===== src/rtl/stk_alu_pkg.sv =====
package stk_alu_pkg;

  localparam int OP_W = 6;

  typedef enum logic [OP_W-1:0] {
    OP_NOT = 6'b000000,
    OP_ADD = 6'b000010,
    OP_SEQ = 6'b000011,
    OP_PAR = 6'b000100,
    OP_SUB = 6'b000110,
    OP_SLT = 6'b000111,
    OP_CNT = 6'b001000,
    OP_SLTU = 6'b001011,
    OP_AND = 6'b001101,
    OP_OR  = 6'b010001,
    OP_XOR = 6'b010101,
    OP_MOV = 6'b011001,
    OP_SHL = 6'b011101,
    OP_SHR = 6'b100001
  } aluOp_e;

  typedef struct packed {
    logic selNot;
    logic selPar;
    logic selCnt;
    logic selAnd;
    logic selOr;
    logic selXor;
    logic selMov;
    logic selShl;
    logic selShr;
    logic selAdd;
    logic selSub;
    logic selEq;
    logic selLt;
    logic selLtu;
  } aluStrobes_t;

endpackage


===== src/rtl/stk_alu_decode.sv =====
module stk_alu_decode
  import stk_alu_pkg::*;
(
  input  logic [OP_W-1:0] opCode,
  output aluStrobes_t     strobes
);

  always_comb begin
    strobes = '0;
    case (opCode)
      OP_NOT:  strobes.selNot = 1'b1;
      OP_PAR:  strobes.selPar = 1'b1;
      OP_CNT:  strobes.selCnt = 1'b1;
      OP_AND:  strobes.selAnd = 1'b1;
      OP_OR:   strobes.selOr  = 1'b1;
      OP_XOR:  strobes.selXor = 1'b1;
      OP_MOV:  strobes.selMov = 1'b1;
      OP_SHL:  strobes.selShl = 1'b1;
      OP_SHR:  strobes.selShr = 1'b1;
      OP_ADD:  strobes.selAdd = 1'b1;
      OP_SUB:  strobes.selSub = 1'b1;
      OP_SEQ:  strobes.selEq  = 1'b1;
      OP_SLT:  strobes.selLt  = 1'b1;
      OP_SLTU: strobes.selLtu = 1'b1;
      default: strobes = '0;
    endcase
  end

endmodule


===== src/rtl/stk_alu_datapath.sv =====
module stk_alu_datapath
  import stk_alu_pkg::*;
#(
  parameter int DATA_W = 8
) (
  input  logic [DATA_W-1:0] operandA,
  input  logic [DATA_W-1:0] operandB,
  input  aluStrobes_t       strobes,
  output logic [DATA_W-1:0] result
);

  localparam int SH_W  = (DATA_W > 1) ? $clog2(DATA_W) : 1;
  localparam int CNT_W = $clog2(DATA_W + 1);

  // barrel shifter stages, one per bit of the shift amount
  logic [DATA_W-1:0] leftStage  [SH_W+1];
  logic [DATA_W-1:0] rightStage [SH_W+1];
  logic              shiftOver;
  logic [DATA_W-1:0] shlVal;
  logic [DATA_W-1:0] shrVal;

  assign leftStage[0]  = operandA;
  assign rightStage[0] = operandA;

  for (genvar k = 0; k < SH_W; k++) begin : g_shiftStage
    assign leftStage[k+1]  = operandB[k] ? (leftStage[k]  << (1 << k)) : leftStage[k];
    assign rightStage[k+1] = operandB[k] ? (rightStage[k] >> (1 << k)) : rightStage[k];
  end

  assign shiftOver = (32'(operandB) >= 32'(DATA_W));
  assign shlVal    = shiftOver ? '0 : leftStage[SH_W];
  assign shrVal    = shiftOver ? '0 : rightStage[SH_W];

  // set-bit count
  logic [CNT_W-1:0] countVal;
  always_comb begin
    countVal = '0;
    for (int i = 0; i < DATA_W; i++) begin
      countVal = countVal + CNT_W'(operandA[i]);
    end
  end

  logic parityBit;
  logic eqBit;
  logic ltSignedBit;
  logic ltUnsignedBit;
  logic [DATA_W-1:0] sumVal;
  logic [DATA_W-1:0] diffVal;

  assign parityBit     = ^operandA;
  assign eqBit         = (operandA == operandB);
  assign ltSignedBit   = ($signed(operandA) < $signed(operandB));
  assign ltUnsignedBit = (operandA < operandB);
  assign sumVal        = operandA + operandB;
  assign diffVal       = operandA - operandB;

  // one-hot merge of the selected function
  always_comb begin
    result = '0;
    if (strobes.selNot) result |= ~operandA;
    if (strobes.selPar) result |= DATA_W'(parityBit);
    if (strobes.selCnt) result |= DATA_W'(countVal);
    if (strobes.selAnd) result |= operandA & operandB;
    if (strobes.selOr)  result |= operandA | operandB;
    if (strobes.selXor) result |= operandA ^ operandB;
    if (strobes.selMov) result |= operandB;
    if (strobes.selShl) result |= shlVal;
    if (strobes.selShr) result |= shrVal;
    if (strobes.selAdd) result |= sumVal;
    if (strobes.selSub) result |= diffVal;
    if (strobes.selEq)  result |= DATA_W'(eqBit);
    if (strobes.selLt)  result |= DATA_W'(ltSignedBit);
    if (strobes.selLtu) result |= DATA_W'(ltUnsignedBit);
  end

  always_comb begin

    strobe_onehot_chk: assert ($onehot0(strobes))
      else $error("more than one function strobe active");

    if (strobes == '0) begin
      unknown_zero_chk: assert (result == '0)
        else $error("unselected code produced nonzero result");
    end

    if (strobes.selAdd) begin
      add_inverse_chk: assert (DATA_W'(result - operandB) == operandA)
        else $error("sum does not invert back to operandA");
    end

    if (strobes.selSub) begin
      sub_inverse_chk: assert (DATA_W'(result + operandB) == operandA)
        else $error("difference does not invert back to operandA");
    end

    if (strobes.selEq || strobes.selLt || strobes.selLtu || strobes.selPar) begin
      flag_width_chk: assert (result[DATA_W-1:1] == '0)
        else $error("flag result has upper bits set");
    end

    if ((strobes.selShl || strobes.selShr) && shiftOver) begin
      shift_limit_chk: assert (result == '0)
        else $error("overlong shift left bits behind");
    end

    parity_count_chk: assert (parityBit == countVal[0])
      else $error("parity and bit count disagree");
  end

endmodule


===== src/rtl/stk_alu8.sv =====
module stk_alu8
  import stk_alu_pkg::*;
#(
  parameter int DATA_W = 8
) (
  input  logic [OP_W-1:0]   opCode,
  input  logic [DATA_W-1:0] operandA,
  input  logic [DATA_W-1:0] operandB,
  output logic [DATA_W-1:0] result
);

  aluStrobes_t strobes;

  stk_alu_decode i_decode (
    .opCode  (opCode),
    .strobes (strobes)
  );

  stk_alu_datapath #(.DATA_W(DATA_W)) i_datapath (
    .operandA (operandA),
    .operandB (operandB),
    .strobes  (strobes),
    .result   (result)
  );

endmodule


===== config.mk =====
export PLATFORM = sky130hd
export DESIGN_NAME = stk_alu8
export DESIGN_NICKNAME = d
export VERILOG_FILES = /design/src/rtl/stk_alu_pkg.sv /design/src/rtl/stk_alu_decode.sv /design/src/rtl/stk_alu_datapath.sv /design/src/rtl/stk_alu8.sv
export SDC_FILE = /design/constraint.sdc
export NUM_CORES = 1
export LEC_CHECK = 0
export ABC_AREA = 1
export BUFFER_PORTS_ARGS = -buffer_cell sky130_fd_sc_hd__buf_2
export CORE_AREA = 2 2 58 71
export DETAILED_ROUTE_END_ITERATION = 8
export DIE_AREA = 0 0 60 73
export PLACE_DENSITY = 0.82
export SLEW_MARGIN = 20
export SYNTH_ARGS = -nofsm -noshare
export SYNTH_HDL_FRONTEND = slang
export SYNTH_HIERARCHICAL = 1
export SYNTH_SLANG_ARGS = --single-unit

===== constraint.sdc =====
create_clock -name vclk -period 4.2
set_input_delay 0.42 -clock vclk [all_inputs]
set_output_delay 0.42 -clock vclk [all_outputs]
set_load 0.005 [all_outputs]

==> results of run 1 <==
how the worst max path moves through the flow:
stage	from	to	slack, ps
2_1_floorplan	operandA[0]	result[1]	770
3_3_place_gp	operandA[0]	result[1]	440
3_5_place_dp	operandA[0]	result[1]	380
4_1_cts	operandA[0]	result[1]	380
5_1_grt	operandA[0]	result[1]	210
6_report	operandA[0]	result[1]	380
cell usage after synthesis, types with 2 or more instances:
master / number / area (um^2)
nand2_1: 120 / 450
inv_1: 57 / 214
nor2_1: 57 / 214
nand3_1: 51 / 255
ha_1: 28 / 350
a21oi_1: 19 / 95.1
o21ai_0: 10 / 50.1
nor3_1: 7 / 35.0
fa_1: 6 / 120
inv_2: 6 / 22.5
nand2_2: 5 / 31.3
nand4_1: 5 / 31.3
nor2_2: 5 / 31.3
buf_2: 4 / 20.0
nand3b_1: 4 / 30.0
o22ai_1: 4 / 25.0
buf_6: 3 / 33.8
o211ai_1: 3 / 22.5
xnor2_1: 3 / 26.3
a22oi_1: 2 / 15.0
buf_4: 2 / 15.0
clkbuf_2: 2 / 10.0
nand3_2: 2 / 20.0
xor2_1: 2 / 17.5
cells in the final DEF, fill, tap and decap left out, types with 6 or more instances in the layout:
master / netlist / final
nor3_1: 7 / 7
inv_2: 6 / 6
buf_2: 4 / 30
fa_1: 6 / 6
nand3_1: 51 / 51
ha_1: 28 / 28
o21ai_0: 10 / 10
inv_1: 57 / 57
a21oi_1: 19 / 19
nor2_1: 57 / 57
nand2_1: 120 / 120
layout make-up:
class                      count  area share (%)
inverter                      64            10.3
timing repair buffer          30            6.40
tap                           54            2.88
multi-input combinational    342            80.4
logic make-up (layout without fill, tap and decap cells):
family / after synthesis / in the layout / synth area share, %
xor gates and xnor gates: 5 / 5 / 1.98
buffers and inverters: 76 / 94 / 14.7
adders and majority gates: 34 / 34 / 21.3
and+or+nand+nor: 259 / 259 / 50.6
AOI/OAI and AO/OA: 44 / 44 / 11.5
tightest hold or removal path, delay by kind of cell:
| kind | cells | cell delay (ps) |
|---|---|---|
| AOI/OAI and AO/OA | 2 | 160 |
| buffers and inverters | 2 | 210 |
| and+or+nand+nor | 2 | 130 |
where the power goes:
| group | switching (uW) | internal (uW) |
|---|---|---|
| Sequential | 0 | 0 |
| Combinational | 157 | 82.8 |
| Clock | 0 | 0 |
| Total | 157 | 82.8 |
metrics by stage:
step           worst slack, ps  area [um^2]  util (%)  hold slack (ps)
2_1_floorplan              775         2210         -             1040
3_3_place_gp               436         2350      62.0             1330
3_5_place_dp               382         2350      62.0             1330
4_1_cts                    380         2350      62.0             1330
5_1_grt                    210         2350      62.0             1400
6_report                   377         2350      62.0             1340
layer usage:
layer | part of all wire [%] | track usage [%] | up-vias
li1 | - | - | 1366
met1 | 42 | 44.1 | 1218
met2 | 48 | 57.7 | 108
met3 | 5.8 | 3.37 | 28
met4 | 3.8 | 10.1 | 0
met5 | 0 | 0 | -
==> impl_metrics.yaml, run 1 <==
status:
  status: "finished, final reports clean"
worst_hold_path:
  hp-class: "in2out"
  hold_path_startpoint: "operandB[3]"
  min_path_cells: 6
  whs_endpoint: "result[3]"
die:
  fp.coreArea_um2: 3780
  rows: 25
  die_w_um: 60
  ioPinCount: 30
  die_y_um: 73
  initial_core_util_pct: 58.4
  die_area_um2: 4380
final_layout:
  nFillCells: 409
  area_growth_pct: 6.11
  drive_gt1_share_pct: 11.7
  seq_cell_count: 0
  stdcell_count: 490
  finalNetCount: 494
  diodes: 0
  n_clock_buffer: 0
  area.sequential_um2: 0
  multi_input_area_um2: 1890
power_and_ir_drop:
  leakage_uw: 0.00132
  p_total_uw: 240
  power-per-cell-area_nw_per_um2: 102
  irDropWorstVdd_uv: 60.0
logic_synthesis:
  ys_types: 35
  synthCells: 418
  ys_warn_count: 6
  synth_seq_area_share_pct: 0
  synth_area_um2: 2210
  post_synth.cell_area_avg_um2: 5.29
  syn-num-nets: 474
global_route:
  grt_util_all_layers_pct: 33.8
  grt_pass1_vias: 2485
  grt_pass1_wl_um: 11500
  gr-total-overflow: 0
  antenna_found_initial: 0
  grt_max_degree: 21
critical_path:
  cp_slowest_stage_delay_ps: 530
  required_ps: 3780
  worst-path-buf-inv: 5
  cpLargestDelayFamily: "adder cells"
  cp.arrival_ps: 3400
  crit_path_end_kind: "output port"
  start_kind: "primary input"
  cpMaxStageDelayCell: "fa_1"
  path_depth: 15
  crit_fanout: 5
  cp_common_cell: "fa_1"
  path_class: "in2out"
  path_cells: "buf_2 > fa_1 > inv_1 > fa_1 > fa_1 > inv_1 > ha_1 > fa_1 > nand2_1 > o21ai_0 > a21oi_1 > o211ai_1 > inv_1 > nand3_1 > buf_2"
run:
  drv_cap: 0
placed_design:
  portBuffers: 30
  hpwl_um: 5720
  place.gp.congestion: 1.04
  dp_cells: 490
route:
  via_per_inst: 5.55
  ant_nets: 0
  totalWireLength_um: 7060
  drt_iter0_drc: 348
  vias: 2720
  wl_per_cell_um: 14.4
  drc: 0
  drt-pass1-iter-count: 6
cts:
  cts_hold_buf: 0
  post_cts_resized: 0
  post-cts-setup-buffer-count: 0
timing:
  finalMaxSlewViolations: 0
  setup_viol: 0
  rsz0062_at_grt: "no"
  slew_headroom_pct: 53.5
  setup_tns_ps: 0
  clock.fmax_ghz: 0.262
  period_minus_slack_ps: 3820
  fin_crit_sh_pct: 91.0
  worst_slew_pin_slew_ps: 695
  hold_viol_final: 0
No activity file was read; power rests on OpenSTA's default activity.
==> run 2: changes to the inputs <==
Settings changed: CORE_AREA 2 2 58 71 to 2 2 59 72, DIE_AREA 0 0 60 73 to 0 0 61 74, PLACE_DENSITY 0.82 to 0.84, RECOVER_POWER set to 50, SYNTH_HIERARCHICAL 1 to not set.
==> run 2 against run 1 <==
Effect of this change:
- utilization increased by 3.1 points
- largest power group unchanged
- sequential cell count unchanged
- worst hold slack got worse by 28 ps
- synthesized cell count increased by 6.5%
- critical path type unchanged
- count of clock-buffer cells in the layout unchanged
==> impl_metrics.yaml, run 2 <==
route:
  ant_nets: 0
  drt-pass1-iter-count: 6
  wl_per_cell_um: 15.2
  totalWireLength_um: 7820
  drt_iter0_drc: 281
  drc: 0
  vias: 3025
  via_per_inst: 5.86
logic_synthesis:
  yosysMostFrequentCell: "nand2_1"
  synth_seq_area_share_pct: 0
  ys_types: 33
  post_synth.cell_area_avg_um2: 5.29
  syn-num-nets: 500
  synth_area_um2: 2350
  synth_top_area_cell: "nand2_1"
  yosys-top-cells-count: "nand2_1 (120), nor2_1 (64), inv_1 (61), nand3_1 (61), ha_1 (27)"
  synth_top_area_share_pct: 19.1
  synthCells: 445
  ys_warn_count: 0
  netlist_top_cells_area: "nand2_1 (19%), ha_1 (14%), nand3_1 (13%), nor2_1 (10%), inv_1 (9.7%)"
global_route:
  grt_max_degree: 23
  grt_pass1_wl_um: 12800
  gr-total-overflow: 0
  grt_pass1_vias: 2738
  grt_util_all_layers_pct: 36.9
  antenna_found_initial: 0
final_layout:
  drive_gt1_share_pct: 9.96
  fin_area_um2: 2500
  area.sequential_um2: 0
  final_cell_mix: "nand2_1 (120), nor2_1 (64), inv_1 (61), nand3_1 (61)"
  n_clock_buffer: 0
  seq_cell_count: 0
  finalNetCount: 519
  final_common_cell: "nand2_1"
  area_growth_pct: 6.44
  fin_util_pct: 65.1
  diodes: 0
timing:
  finalMaxSlewViolations: 0
  slew_headroom_pct: 44.9
  worst_slew_pin_slew_ps: 823
  rsz0062_at_grt: "no"
  setup_viol: 0
  period_minus_slack_ps: 3810
  setup_tns_ps: 0
  fin_crit_sh_pct: 90.7
  hold_ws_ps: 1310
  hold_viol_final: 0
  clock.fmax_ghz: 0.262
critical_path:
  start_kind: "primary input"
  crit_fanout: 7
  path_class: "in2out"
  cp.arrival_ps: 3390
  required_ps: 3780
  crit_path_end_kind: "output port"
die:
  die_w_um: 61
  die_area_um2: 4510
  fp.coreArea_um2: 3850
  rows: 25
  initial_core_util_pct: 61.1
  ioPinCount: 30
  die_y_um: 74
placed_design:
  hpwl_um: 6430
  place.gp.congestion: 1.08
  portBuffers: 30
  place_area_um2: 2510
cts:
  cts_hold_buf: 0
  post-cts-setup-buffer-count: 0
  post_cts_resized: 0
worst_hold_path:
  hp-class: "in2out"
power_and_ir_drop:
  leakage_uw: 0.00135
  irDropWorstVdd_uv: 52.1
  power-per-cell-area_nw_per_um2: 102
status:
  status: "finished, final reports clean"
run:
  drv_cap: 0
[run 2: cell types whose count changed in the layout (fill, tap and decap cells not counted), moves of 3 or more]
cell      previous run  this run
inv_1               57        61
o21ai_0             10        18
o211ai_1             3         8
nor2_2               5         2
inv_2                6         2
clkbuf_1             0         3
nor2_1              57        64
nand3_1             51        61
nor2_4               0         7
buf_2               30        27
[run 2: per-stage QoR]
step / power (uW) / worst slack [ps] / std cells
2_1_floorplan: 175 / 789 / 445
3_5_place_dp: 248 / 404 / 516
6_report: 254 / 390 / 516
5_1_grt: 286 / 223 / 516
3_3_place_gp: 243 / 437 / 516
4_1_cts: 250 / 401 / 516
[run 2: final timing paths]
| path | endpoint | slack, ps | start | cells past startpoint |
|---|---|---|---|---|
| max | result[1] | 390 | operandA[0] | 14 |
| min | result[4] | 1310 | operandB[4] | 6 |
[run 2: final cells by class]
type,count,area [um^2]
inverter,63,236
multi-input combinational,369,2050
fill,403,1340
tap,54,67.6
timing repair buffer,30,146
[run 2: where the power goes]
group          internal (uW)  total (uW)  switching (uW)  leakage, uW
clock                      0           0               0            0
combinational           84.1         254             170      0.00135
sequential                 0           0               0            0
total                   84.1         254             170      0.00135
[run 2: cells by family after synthesis]
logic type	count (synthesis)	synth area share, %
and+or+nand+nor	284	54.8
buffers and inverters	76	12.7
AOI/OAI and AO/OA	50	12.2
adders and majority gates	33	19.5
xor gates and xnor gates	2	0.745
[run 2: per-layer routing]
metal,GRT usage (%),wire length (um),vias to the layer above
li1,-,-,1469
met3,1.91,529,27
met2,63.6,3820,163
met5,0,0,-
met1,46.2,3090,1366
met4,17.6,385,0
[run 2: critical path, cell delays in order]
cell     delay [ps]
buf_2           140
ha_1            330
inv_1           120
fa_1            450
fa_1            490
inv_1            50
fa_1            370
inv_1            80
fa_1            410
or2_0           230
nand3_1          80
nor2_1           40
nand4_1          70
buf_2           110
==> run 3: changes to the inputs <==
Settings changed: BUFFER_PORTS_ARGS -buffer_cell sky130_fd_sc_hd__buf_2 to -buffer_cell sky130_fd_sc_hd__clkbuf_2.
==> run 3 against run 2 <==
Effect of this change:
- combinational power barely moved
- design area unchanged
- global-route usage grew 0.22 points
- largest power group unchanged
- largest cell class unchanged
- power increased by 0.85%
- non-clock buffer count is the same
==> impl_metrics.yaml, run 3 (synthesized netlist as in run 2, its figures left out) <==
critical_path:
  crit_path_end: "result[1]"
  start_kind: "primary input"
  path_cells: "clkbuf_2 > ha_1 > inv_1 > fa_1 > fa_1 > inv_1 > fa_1 > inv_1 > fa_1 > or2_0 > nand3_1 > nor2_1 > nand4_1 > clkbuf_2"
  cpMaxStageDelayCell: "fa_1"
  cp_common_cell: "fa_1"
  crit_fanout: 7
  path_class: "in2out"
  cp_slowest_stage_delay_ps: 510
  cp.arrival_ps: 3440
  required_ps: 3780
  cp-startpoint: "operandA[0]"
  crit_path_end_kind: "output port"
die:
  rows: 25
  die_y_um: 74
  die_area_um2: 4510
  die_w_um: 61
  fp.coreArea_um2: 3850
  ioPinCount: 30
  initial_core_util_pct: 61.1
final_layout:
  drive_gt1_share_pct: 9.96
  final_cell_mix: "nand2_1 (120), nor2_1 (64), inv_1 (61), nand3_1 (61)"
  n_clock_buffer: 0
  seq_cell_count: 0
  finalNetCount: 519
  area_growth_pct: 6.44
  area.sequential_um2: 0
  nFillCells: 430
  diodes: 0
  final_common_cell: "nand2_1"
timing:
  finalMaxSlewViolations: 0
  worst_slew_pin_slew_ps: 788
  fin_crit_sh_pct: 92.0
  clock.fmax_ghz: 0.259
  hold_viol_final: 0
  setup_viol: 0
  setup_tns_ps: 0
  period_minus_slack_ps: 3860
  slew_headroom_pct: 47.2
  rsz0062_at_grt: "no"
placed_design:
  hpwl_um: 6540
  portBuffers: 30
  place.gp.congestion: 1.02
global_route:
  grt_util_all_layers_pct: 37.1
  grt_pass1_wl_um: 12600
  antenna_found_initial: 0
  grt_pass1_vias: 2625
  gr-total-overflow: 0
  grt_max_degree: 23
worst_hold_path:
  hp-class: "in2out"
route:
  drt-pass1-iter-count: 7
  vias: 2983
  wl_per_cell_um: 15.4
  drc: 0
  ant_nets: 0
  via_per_inst: 5.78
  totalWireLength_um: 7950
  drt_iter0_drc: 229
power_and_ir_drop:
  leakage_uw: 0.00135
  seq_power_share_pct: 0
  irDropWorstVdd_uv: 69.9
  power_frac_clock_pct: 0
  internal-power_uw: 84.2
  p_total_uw: 257
  switching_share_pct: 67.2
  p_comb_share_pct: 100.0
  switchingPower_uw: 172
  power-per-cell-area_nw_per_um2: 103
cts:
  cts_hold_buf: 0
  post-cts-setup-buffer-count: 0
  post_cts_resized: 0
status:
  status: "finished, final reports clean"
run:
  drv_cap: 0
==> run 3: cell types whose count changed in the layout (fill, tap and decap cells not counted), sizes merged <==
cell,before,now
clkbuf,3,30
buf,27,0
==> run 3: layout make-up <==
| cell class | instances | area [um^2] | share of cell area, % |
|---|---|---|---|
| repair buffers | 30 | 146 | 5.85 |
| multi-input cells | 369 | 2050 | 82.0 |
| inverters | 63 | 236 | 9.45 |
| well taps | 54 | 67.6 | 2.70 |
==> run 3: per-stage QoR <==
stage	utilization (%)	setup WS, ps	instances	area, um^2	hold slack (ps)
2_1_floorplan	-	789	445	2350	1040
3_3_place_gp	65.2	442	516	2510	1300
3_5_place_dp	65.2	351	516	2510	1310
4_1_cts	65.2	349	516	2510	1310
5_1_grt	65.1	171	516	2500	1350
6_report	65.1	338	516	2500	1310
==> run 3: power groups by stage <==
stage                     Combinational, uW  Sequential, uW  Clock [uW]
after global placement                  244               0           0
after global routing                    288               0           0
after CTS                               252               0           0
after floorplan                         175               0           0
final                                   257               0           0
after detailed placement                251               0           0
==> run 3: per-layer routing <==
metal	vias up	global-route usage (%)	share of wire [%]	wire [um]
li1	1471	-	-	-
met1	1316	47.5	41	3220
met2	159	62.1	47	3720
met3	37	2.61	6.9	547
met4	0	17.9	5.7	455
met5	-	0	0	0
==> run 3: critical path: cells and delay by family <==
kind | cells | cell delay (ps)
buffers and inverters | 5 | 520
and+or+nand+nor | 4 | 430
adders and majority gates | 5 | 2070
==> run 3: worst min-delay path by stage <==
stage	from	cells past startpoint	end
after floorplan	opCode[1]	4	result[0]
after global placement	opCode[1]	6	result[0]
after detailed placement	operandB[4]	6	result[4]
after CTS	operandB[4]	6	result[4]
after global routing	operandB[4]	6	result[4]
final	operandB[4]	6	result[4]
